### config.mk
export PLATFORM = sky130hd
export DESIGN_NAME = chute_seq
export DESIGN_NICKNAME = d
export VERILOG_FILES = /design/src/rtl/chute_seq_pkg.sv /design/src/rtl/chute_seq_state_reg.sv /design/src/rtl/chute_seq_next.sv /design/src/rtl/chute_seq_decode.sv /design/src/rtl/chute_seq.sv
export SDC_FILE = /design/constraint.sdc
export NUM_CORES = 1
export LEC_CHECK = 0
export BUFFER_PORTS_ARGS = -buffer_cell sky130_fd_sc_hd__buf_2
export CAP_MARGIN = 40
export CORE_AREA = 2 2 39 41
export CTS_CLUSTER_SIZE = 12
export DETAILED_ROUTE_END_ITERATION = 16
export DIE_AREA = 0 0 41 43
export GPL_TIMING_DRIVEN = 0
export PLACE_DENSITY = 0.58
export RECOVER_POWER = 50
export SLEW_MARGIN = 20
export SYNTH_ARGS = -nofsm -noshare
export SYNTH_HDL_FRONTEND = slang
export SYNTH_SLANG_ARGS = --single-unit
export TNS_END_PERCENT = 20
### constraint.sdc
create_clock -name clk -period 1.59 [get_ports clk]
set_input_delay 0.159 -clock clk [delete_from_list [all_inputs] [get_ports clk]]
set_output_delay 0.159 -clock clk [all_outputs]
set_load 0.005 [all_outputs]
### src/rtl/chute_seq_pkg.sv
package chute_seq_pkg;

    localparam int PHASE_W = 6;
    localparam int TCMD_W  = 2;

    typedef enum logic [PHASE_W-1:0] {
        PH_ADMIT     = 6'b000001,
        PH_SCAN      = 6'b000010,
        PH_ARM_LONG  = 6'b000100,
        PH_EXIT_WAIT = 6'b001000,
        PH_ARM_SHORT = 6'b010000,
        PH_BLAST     = 6'b100000
    } phase_e;

    localparam logic [TCMD_W-1:0] TMR_STOP       = 2'b00;
    localparam logic [TCMD_W-1:0] TMR_LOAD_LONG  = 2'b01;
    localparam logic [TCMD_W-1:0] TMR_LOAD_SHORT = 2'b10;
    localparam logic [TCMD_W-1:0] TMR_RUN        = 2'b11;

    typedef struct packed {
        logic              entry_up;
        logic              exit_up;
        logic [TCMD_W-1:0] tcmd;
        logic              air;
    } ctrl_t;

endpackage

### src/rtl/chute_seq_state_reg.sv
module chute_seq_state_reg
    import chute_seq_pkg::*;
(
    input  logic   clk,
    input  logic   rst,
    input  phase_e phase_d,
    output phase_e phase_q
);

    always_ff @(posedge clk) begin
        if (rst) begin
            phase_q <= PH_ADMIT;
        end else begin
            phase_q <= phase_d;
        end
    end

endmodule

### src/rtl/chute_seq_next.sv
module chute_seq_next
    import chute_seq_pkg::*;
(
    input  phase_e cur,
    input  logic   scan_done,
    input  logic   animal_in,
    input  logic   timer_up,
    output phase_e nxt
);

    always_comb begin
        nxt = PH_ADMIT;
        unique case (cur)
            PH_ADMIT:     nxt = animal_in ? PH_SCAN : PH_ADMIT;
            PH_SCAN:      nxt = scan_done ? PH_ARM_LONG : PH_SCAN;
            PH_ARM_LONG:  nxt = PH_EXIT_WAIT;
            PH_EXIT_WAIT: begin
                // departure outranks timeout
                if (!animal_in) begin
                    nxt = PH_ADMIT;
                end else if (timer_up) begin
                    nxt = PH_ARM_SHORT;
                end else begin
                    nxt = PH_EXIT_WAIT;
                end
            end
            PH_ARM_SHORT: nxt = PH_BLAST;
            PH_BLAST:     nxt = timer_up ? PH_ARM_LONG : PH_BLAST;
            default:      nxt = PH_ADMIT; // corrupt pattern recovers
        endcase
    end

endmodule

### src/rtl/chute_seq_decode.sv
module chute_seq_decode
    import chute_seq_pkg::*;
(
    input  phase_e cur,
    output ctrl_t  ctrl
);

    always_comb begin
        ctrl = '0;
        unique case (cur)
            PH_ADMIT:     ctrl = '{entry_up: 1'b1, exit_up: 1'b0, tcmd: TMR_STOP,       air: 1'b0};
            PH_SCAN:      ctrl = '{entry_up: 1'b0, exit_up: 1'b0, tcmd: TMR_STOP,       air: 1'b0};
            PH_ARM_LONG:  ctrl = '{entry_up: 1'b0, exit_up: 1'b1, tcmd: TMR_LOAD_LONG,  air: 1'b0};
            PH_EXIT_WAIT: ctrl = '{entry_up: 1'b0, exit_up: 1'b1, tcmd: TMR_RUN,        air: 1'b0};
            PH_ARM_SHORT: ctrl = '{entry_up: 1'b0, exit_up: 1'b1, tcmd: TMR_LOAD_SHORT, air: 1'b0};
            PH_BLAST:     ctrl = '{entry_up: 1'b0, exit_up: 1'b1, tcmd: TMR_RUN,        air: 1'b1};
            default:      ctrl = '0;
        endcase
    end

endmodule

### src/rtl/chute_seq.sv
module chute_seq
    import chute_seq_pkg::*;
(
    input  logic       clk,
    input  logic       rst,
    input  logic       scan_done,
    input  logic       animal_in,
    input  logic       timer_up,
    output logic       entry_gate_up,
    output logic       exit_gate_up,
    output logic [1:0] timer_cmd,
    output logic       air_open
);

    phase_e phase_q;
    phase_e phase_d;
    ctrl_t  ctrl;

    chute_seq_state_reg u_reg (
        .clk     (clk),
        .rst     (rst),
        .phase_d (phase_d),
        .phase_q (phase_q)
    );

    chute_seq_next u_next (
        .cur       (phase_q),
        .scan_done (scan_done),
        .animal_in (animal_in),
        .timer_up  (timer_up),
        .nxt       (phase_d)
    );

    chute_seq_decode u_dec (
        .cur  (phase_q),
        .ctrl (ctrl)
    );

    assign entry_gate_up = ctrl.entry_up;
    assign exit_gate_up  = ctrl.exit_up;
    assign timer_cmd     = ctrl.tcmd;
    assign air_open      = ctrl.air;

endmodule

Word level (Yosys, flattened, before mapping)
Index checks and enable logic that the tools add are counted.
- memories: 0
- output and inout bits: 5
- bits in registers: 6
- bits in read-only memories: 0
- word-level logic and storage cells: 14
- bits in latches: 0
- bits in writable memories: 0
- input bits: 5
- bitwise logic cells: 0
- multiply operators: 0
- reduce and logical (&&, ||, !) cells: 0
- order comparisons: 0
- mux-type cells: 7
- divide/modulo/power cells: 0
- equal/unequal tests: 6
- shifts and indexed selects: 0
- add/sub/neg operators: 0
- operators by type and width (operator ; count):
    $pmux W6 S6 ; 1
    $pmux W5 S5 ; 1
    $mux W6 ; 2
    $eq A6 B1 Y1 const B ; 1
    $eq A6 B2 Y1 const B ; 1
    $eq A6 B3 Y1 const B ; 1
    $eq A6 B4 Y1 const B ; 1
    $eq A6 B5 Y1 const B ; 1
    $eq A6 B6 Y1 const B ; 1
    $mux W5 ; 1
    $mux W3 ; 1
    $mux W2 ; 1

Depth between registers and ports, before layout
- depth after elaboration: 3
- gate-level depth with buffers: 4
- depth with buffers taken out: 3

By module
Synthesis repeated with hierarchy kept, for this count alone.
- cell total of the unflattened synthesis: 60
- area total of the unflattened synthesis: 480.5 um^2
- by module, submodules not included (module ; area an instance (um^2) ; times used ; cells each):
    chute_seq_state_reg ; 170.2 ; 1 ; 12
    chute_seq_next ; 161.4 ; 1 ; 29
    chute_seq_decode ; 148.9 ; 1 ; 19

Worst setup path before layout
OpenSTA, ideal clock, no wires.
- path type: reg-to-reg
- from: reg u_reg.phase_q[5]
- to: reg u_reg.phase_q[0]
- stages on the path, launching flop included: 5
- arrival time: 1153 ps
- path buffers: 1
- data required time: 1532 ps
- library setup time: 58 ps
- slack: 379 ps
- cell sequence: dfxtp_1 -> buf_6 -> or4_4 -> nor3_2 -> a211o_1
- word-level cells in the longest chain between the ends: 2
- elaborated cells between the ends (all ways): 7
- ends and longest elaborated chain (element ; line ; RTL):
    start, declared ; chute_seq_state_reg.sv:7 ; output phase_e phase_q
    start signal, assigned ; chute_seq_state_reg.sv:14 ; phase_q <= phase_d;
    $eq A6 B6 Y1 (tied with other cells) ; chute_seq_next.sv:13 ; unique case (cur)
    $pmux W6 S6 (*) ; chute_seq_next.sv:13 ;
Every way passes the cells marked *; elsewhere a longest branch is shown, timed or not.
A chain may end at the register's enable or synchronous reset.

Worst setup path in the final report
- from: reg u_reg.phase_q[0]
- to: out exit_gate_up
- word-level cells in the longest chain between the ends: 2
- elaborated cells between the ends (all ways): 6
- ends and longest elaborated chain (element ; line ; RTL):
    $eq A6 B6 Y1 (tied with other cells) ; chute_seq_decode.sv:10 ; unique case (cur)
    $pmux W5 S5 (*) ; chute_seq_decode.sv:10 ;
    end, declared ; chute_seq.sv:10 ; output logic exit_gate_up,
Marked as above.

==> results_dict.tcl <==
set metrics [dict create \
    outcome "complete, no violations" \
    synthCells 55 \
    drtAntennaViolNets 0 \
    cts_buffer_depth 2 \
    fin_skew_ns 0.00292 \
    die-area_sq_mm 0.00176 \
    grt.total_usage 0.132 \
    worstRegToRegCells 3 \
    post-route-period-util 0.960 \
    grt_max_degree 11 \
    drt_iter0_drc 2 \
    reg.largest.list "u_reg.phase_q x6" \
    routed_wl_um 960 \
    cts_setup_buffers 0 \
    switchingPower_mw 0.101 \
    power.density_mw_per_mm2 720 \
    pin_count 10 \
    setup_tns_ns 0 \
    first_pass_iters 2 \
    worst_slew_pin_slew_ns 0.402 \
    power.share.sequential 0.434 \
    fp.coreArea_sq_mm 0.00138 \
    setup_viol 0 \
    layout.nets 74 \
    port_buffers 9 \
    critPathKind "flop to output port" \
    cts_max_level 1 \
    grt_pass1_wl_um 1560 \
    netSwitchingFraction 0.271 \
    critPathRequiredTime_ns 1.43 \
    r2r-end "u_reg.phase_q[0]" \
    antenna_found_initial 0 \
    maxCapViolCount 0 \
    grtUsageMet1 0.200 \
    clockRootBuffer "clkbuf_4" \
    final_max_slew_viol_count 0 \
    final_cell_mix "11 x buf_2, 6 x dfxtp_1, 4 x nand2_1, 4 x o21ai_0" \
    largest_register_ffs 6 \
    routedWlPerCell_um 11.6 \
    largest_register "u_reg.phase_q" \
    final_common_cell "buf_2" \
    combPwrFrac 0.188 \
    cts.reportedPaths.clkPinSlew_ns 0.04 \
    cts_made_buffers 3 \
    critPathArrivalTime_ns 1.37 \
    gr-usage-met3 0.0785 \
    rsz0062_at_grt "false" \
    clkLatencyLatePin_ns 0.25 \
    endpoint_kind "output port" \
    gp_congestion 0.745 \
    post-route-min-period_ns 1.53 \
    synth.avg_cell_area_sq_um 7.64 \
    dp_hpwl_um 690 \
    power.internal_mw 0.273 \
    power_leakage_nw 0.204 \
    drcViolationCount 0 \
    hold_end "u_reg.phase_q[2]" \
    hold_depth 2 \
    grt.busiest_layer "met1" \
    vias_per_cell 5.11 \
    maxSlewHeadroom 0.732 \
    gr-total-overflow 0 \
    cp_max_fo 10 \
    grt_use_met2 0.159 \
    area_growth_pct 23.8 \
    total_power_mw 0.375 \
    numClockSinks 6 \
    yosysWarningCount 0 \
    post-place-ws_ns 0.271 \
    worst_slack_ns 0.0630 \
    synth_cell_type_count 29 \
    worstHoldStart "rst" \
    layout.cells.non_filler 83 \
    dp.cells 80 \
    worst_ir_drop_vdd_mv 0.452 \
    hold_viol_final 0 \
    rrSetupSlack_ns 0.30 \
    drive_gt1_frac 0.299 \
    p_clk_frac 0.379 \
    die_w_um 41 \
    rr_startpoint "u_reg.phase_q[2]" \
    final_core_util 0.376 \
    cts_tree "done" \
    n_antenna_cell 0 \
    postCtsHoldBufs 0 \
    start_util 0.304 \
    grt_pass1_vias 337 \
    crit_path_start_kind "flop" \
    synth_area_sq_um 420 \
    vias 424 \
    max_freq_mhz 655 \
    die_y_um 43 \
    ys_ff_latch 6 \
    hp-class "input pin to flop" \
    std_cell_rows 14 \
    n_fill_cell 149 \
    syn_nets 60 \
    ys_seq_area_frac 0.286 \
]
worst max-delay path, cell delays in order, from the launching register on:
cell      delay (ns)
dfxtp_1         0.29
clkbuf_1        0.20
or3_1           0.39
o22ai_1         0.11
buf_2           0.13
cell usage after synthesis:
cell type  count  share of area
buf_2          2          0.024
clkbuf_1       1         0.0089
nand4b_1       1          0.021
nor2_1         5          0.045
a21oi_1        2          0.024
nor2b_1        2          0.030
a21boi_0       1          0.018
nand4_1        2          0.030
xor2_1         1          0.021
inv_1          1         0.0089
o21ai_0        4          0.048
dfxtp_1        6           0.29
buf_6          1          0.027
a211oi_1       1          0.018
a211o_1        1          0.021
nor4_1         1          0.015
o22ai_1        2          0.030
or4_4          1          0.027
or3_1          2          0.030
nor3_1         3          0.036
nor3_2         1          0.024
nand2b_1       2          0.030
xnor2_1        2          0.042
a31oi_1        1          0.015
nor3b_1        2          0.036
or2b_1         1          0.018
o21a_1         1          0.018
o211ai_1       1          0.018
nand2_1        4          0.036
what timing repair did:
action                                  in CTS  in global routing
gates resized for setup                      1                  3
endpoints found under the setup margin       1                  3
cloned                                       0                  0
per-layer routing:
layer	part of all wire	vias to the layer above
li1	-	227
met5	0	-
met4	0	0
met2	0.40	10
met1	0.54	187
met3	0.065	0
cells by family after synthesis:
group	share of synthesized area
xor+xnor	0.0625
simple gates	0.375
compound gates	0.208
buf+inv	0.0684
flops	0.286
through the flow:
step	hold WS [ns]	cell area, sq um
floorplan	0.228	420
global placement	0.418	485
detailed placement	0.423	485
CTS	0.168	510
global route	0.180	520
finish	0.175	520
worst max path at each step:
| stage | start | endpoint | slack, ns | depth (start not counted) |
|---|---|---|---|---|
| floorplan | u_reg.phase_q[5] | u_reg.phase_q[0] | 0.38 | 4 |
| global placement | u_reg.phase_q[3] | timer_cmd[0] | 0.27 | 5 |
| detailed placement | u_reg.phase_q[3] | entry_gate_up | 0.27 | 5 |
| CTS | u_reg.phase_q[0] | exit_gate_up | 0.03 | 5 |
| global route | u_reg.phase_q[0] | exit_gate_up | 0.003 | 5 |
| finish | u_reg.phase_q[0] | exit_gate_up | 0.06 | 4 |
power by group through the flow:
stage          logic, mW  clock network (mW)  registers (mW)
4_1_cts           0.0681               0.146           0.162
3_3_place_gp      0.0670                   0           0.165
5_1_grt           0.0778               0.156           0.163
2_1_floorplan     0.0469                   0           0.163
6_report          0.0703               0.142           0.163
3_5_place_dp      0.0676                   0           0.165
area by class of cell:
cell class	count	area, sq um	share of cell area
multi-input cells	44	284	0.546
flip-flops and latches	6	120	0.231
repair buffers	9	45.0	0.0865
plain buffers	4	25.0	0.0481
clock buffers	3	22.5	0.0433
well taps	16	20.0	0.0385
inverters	1	3.75	0.00721
Note: power is estimated with default switching activity, not from simulation.
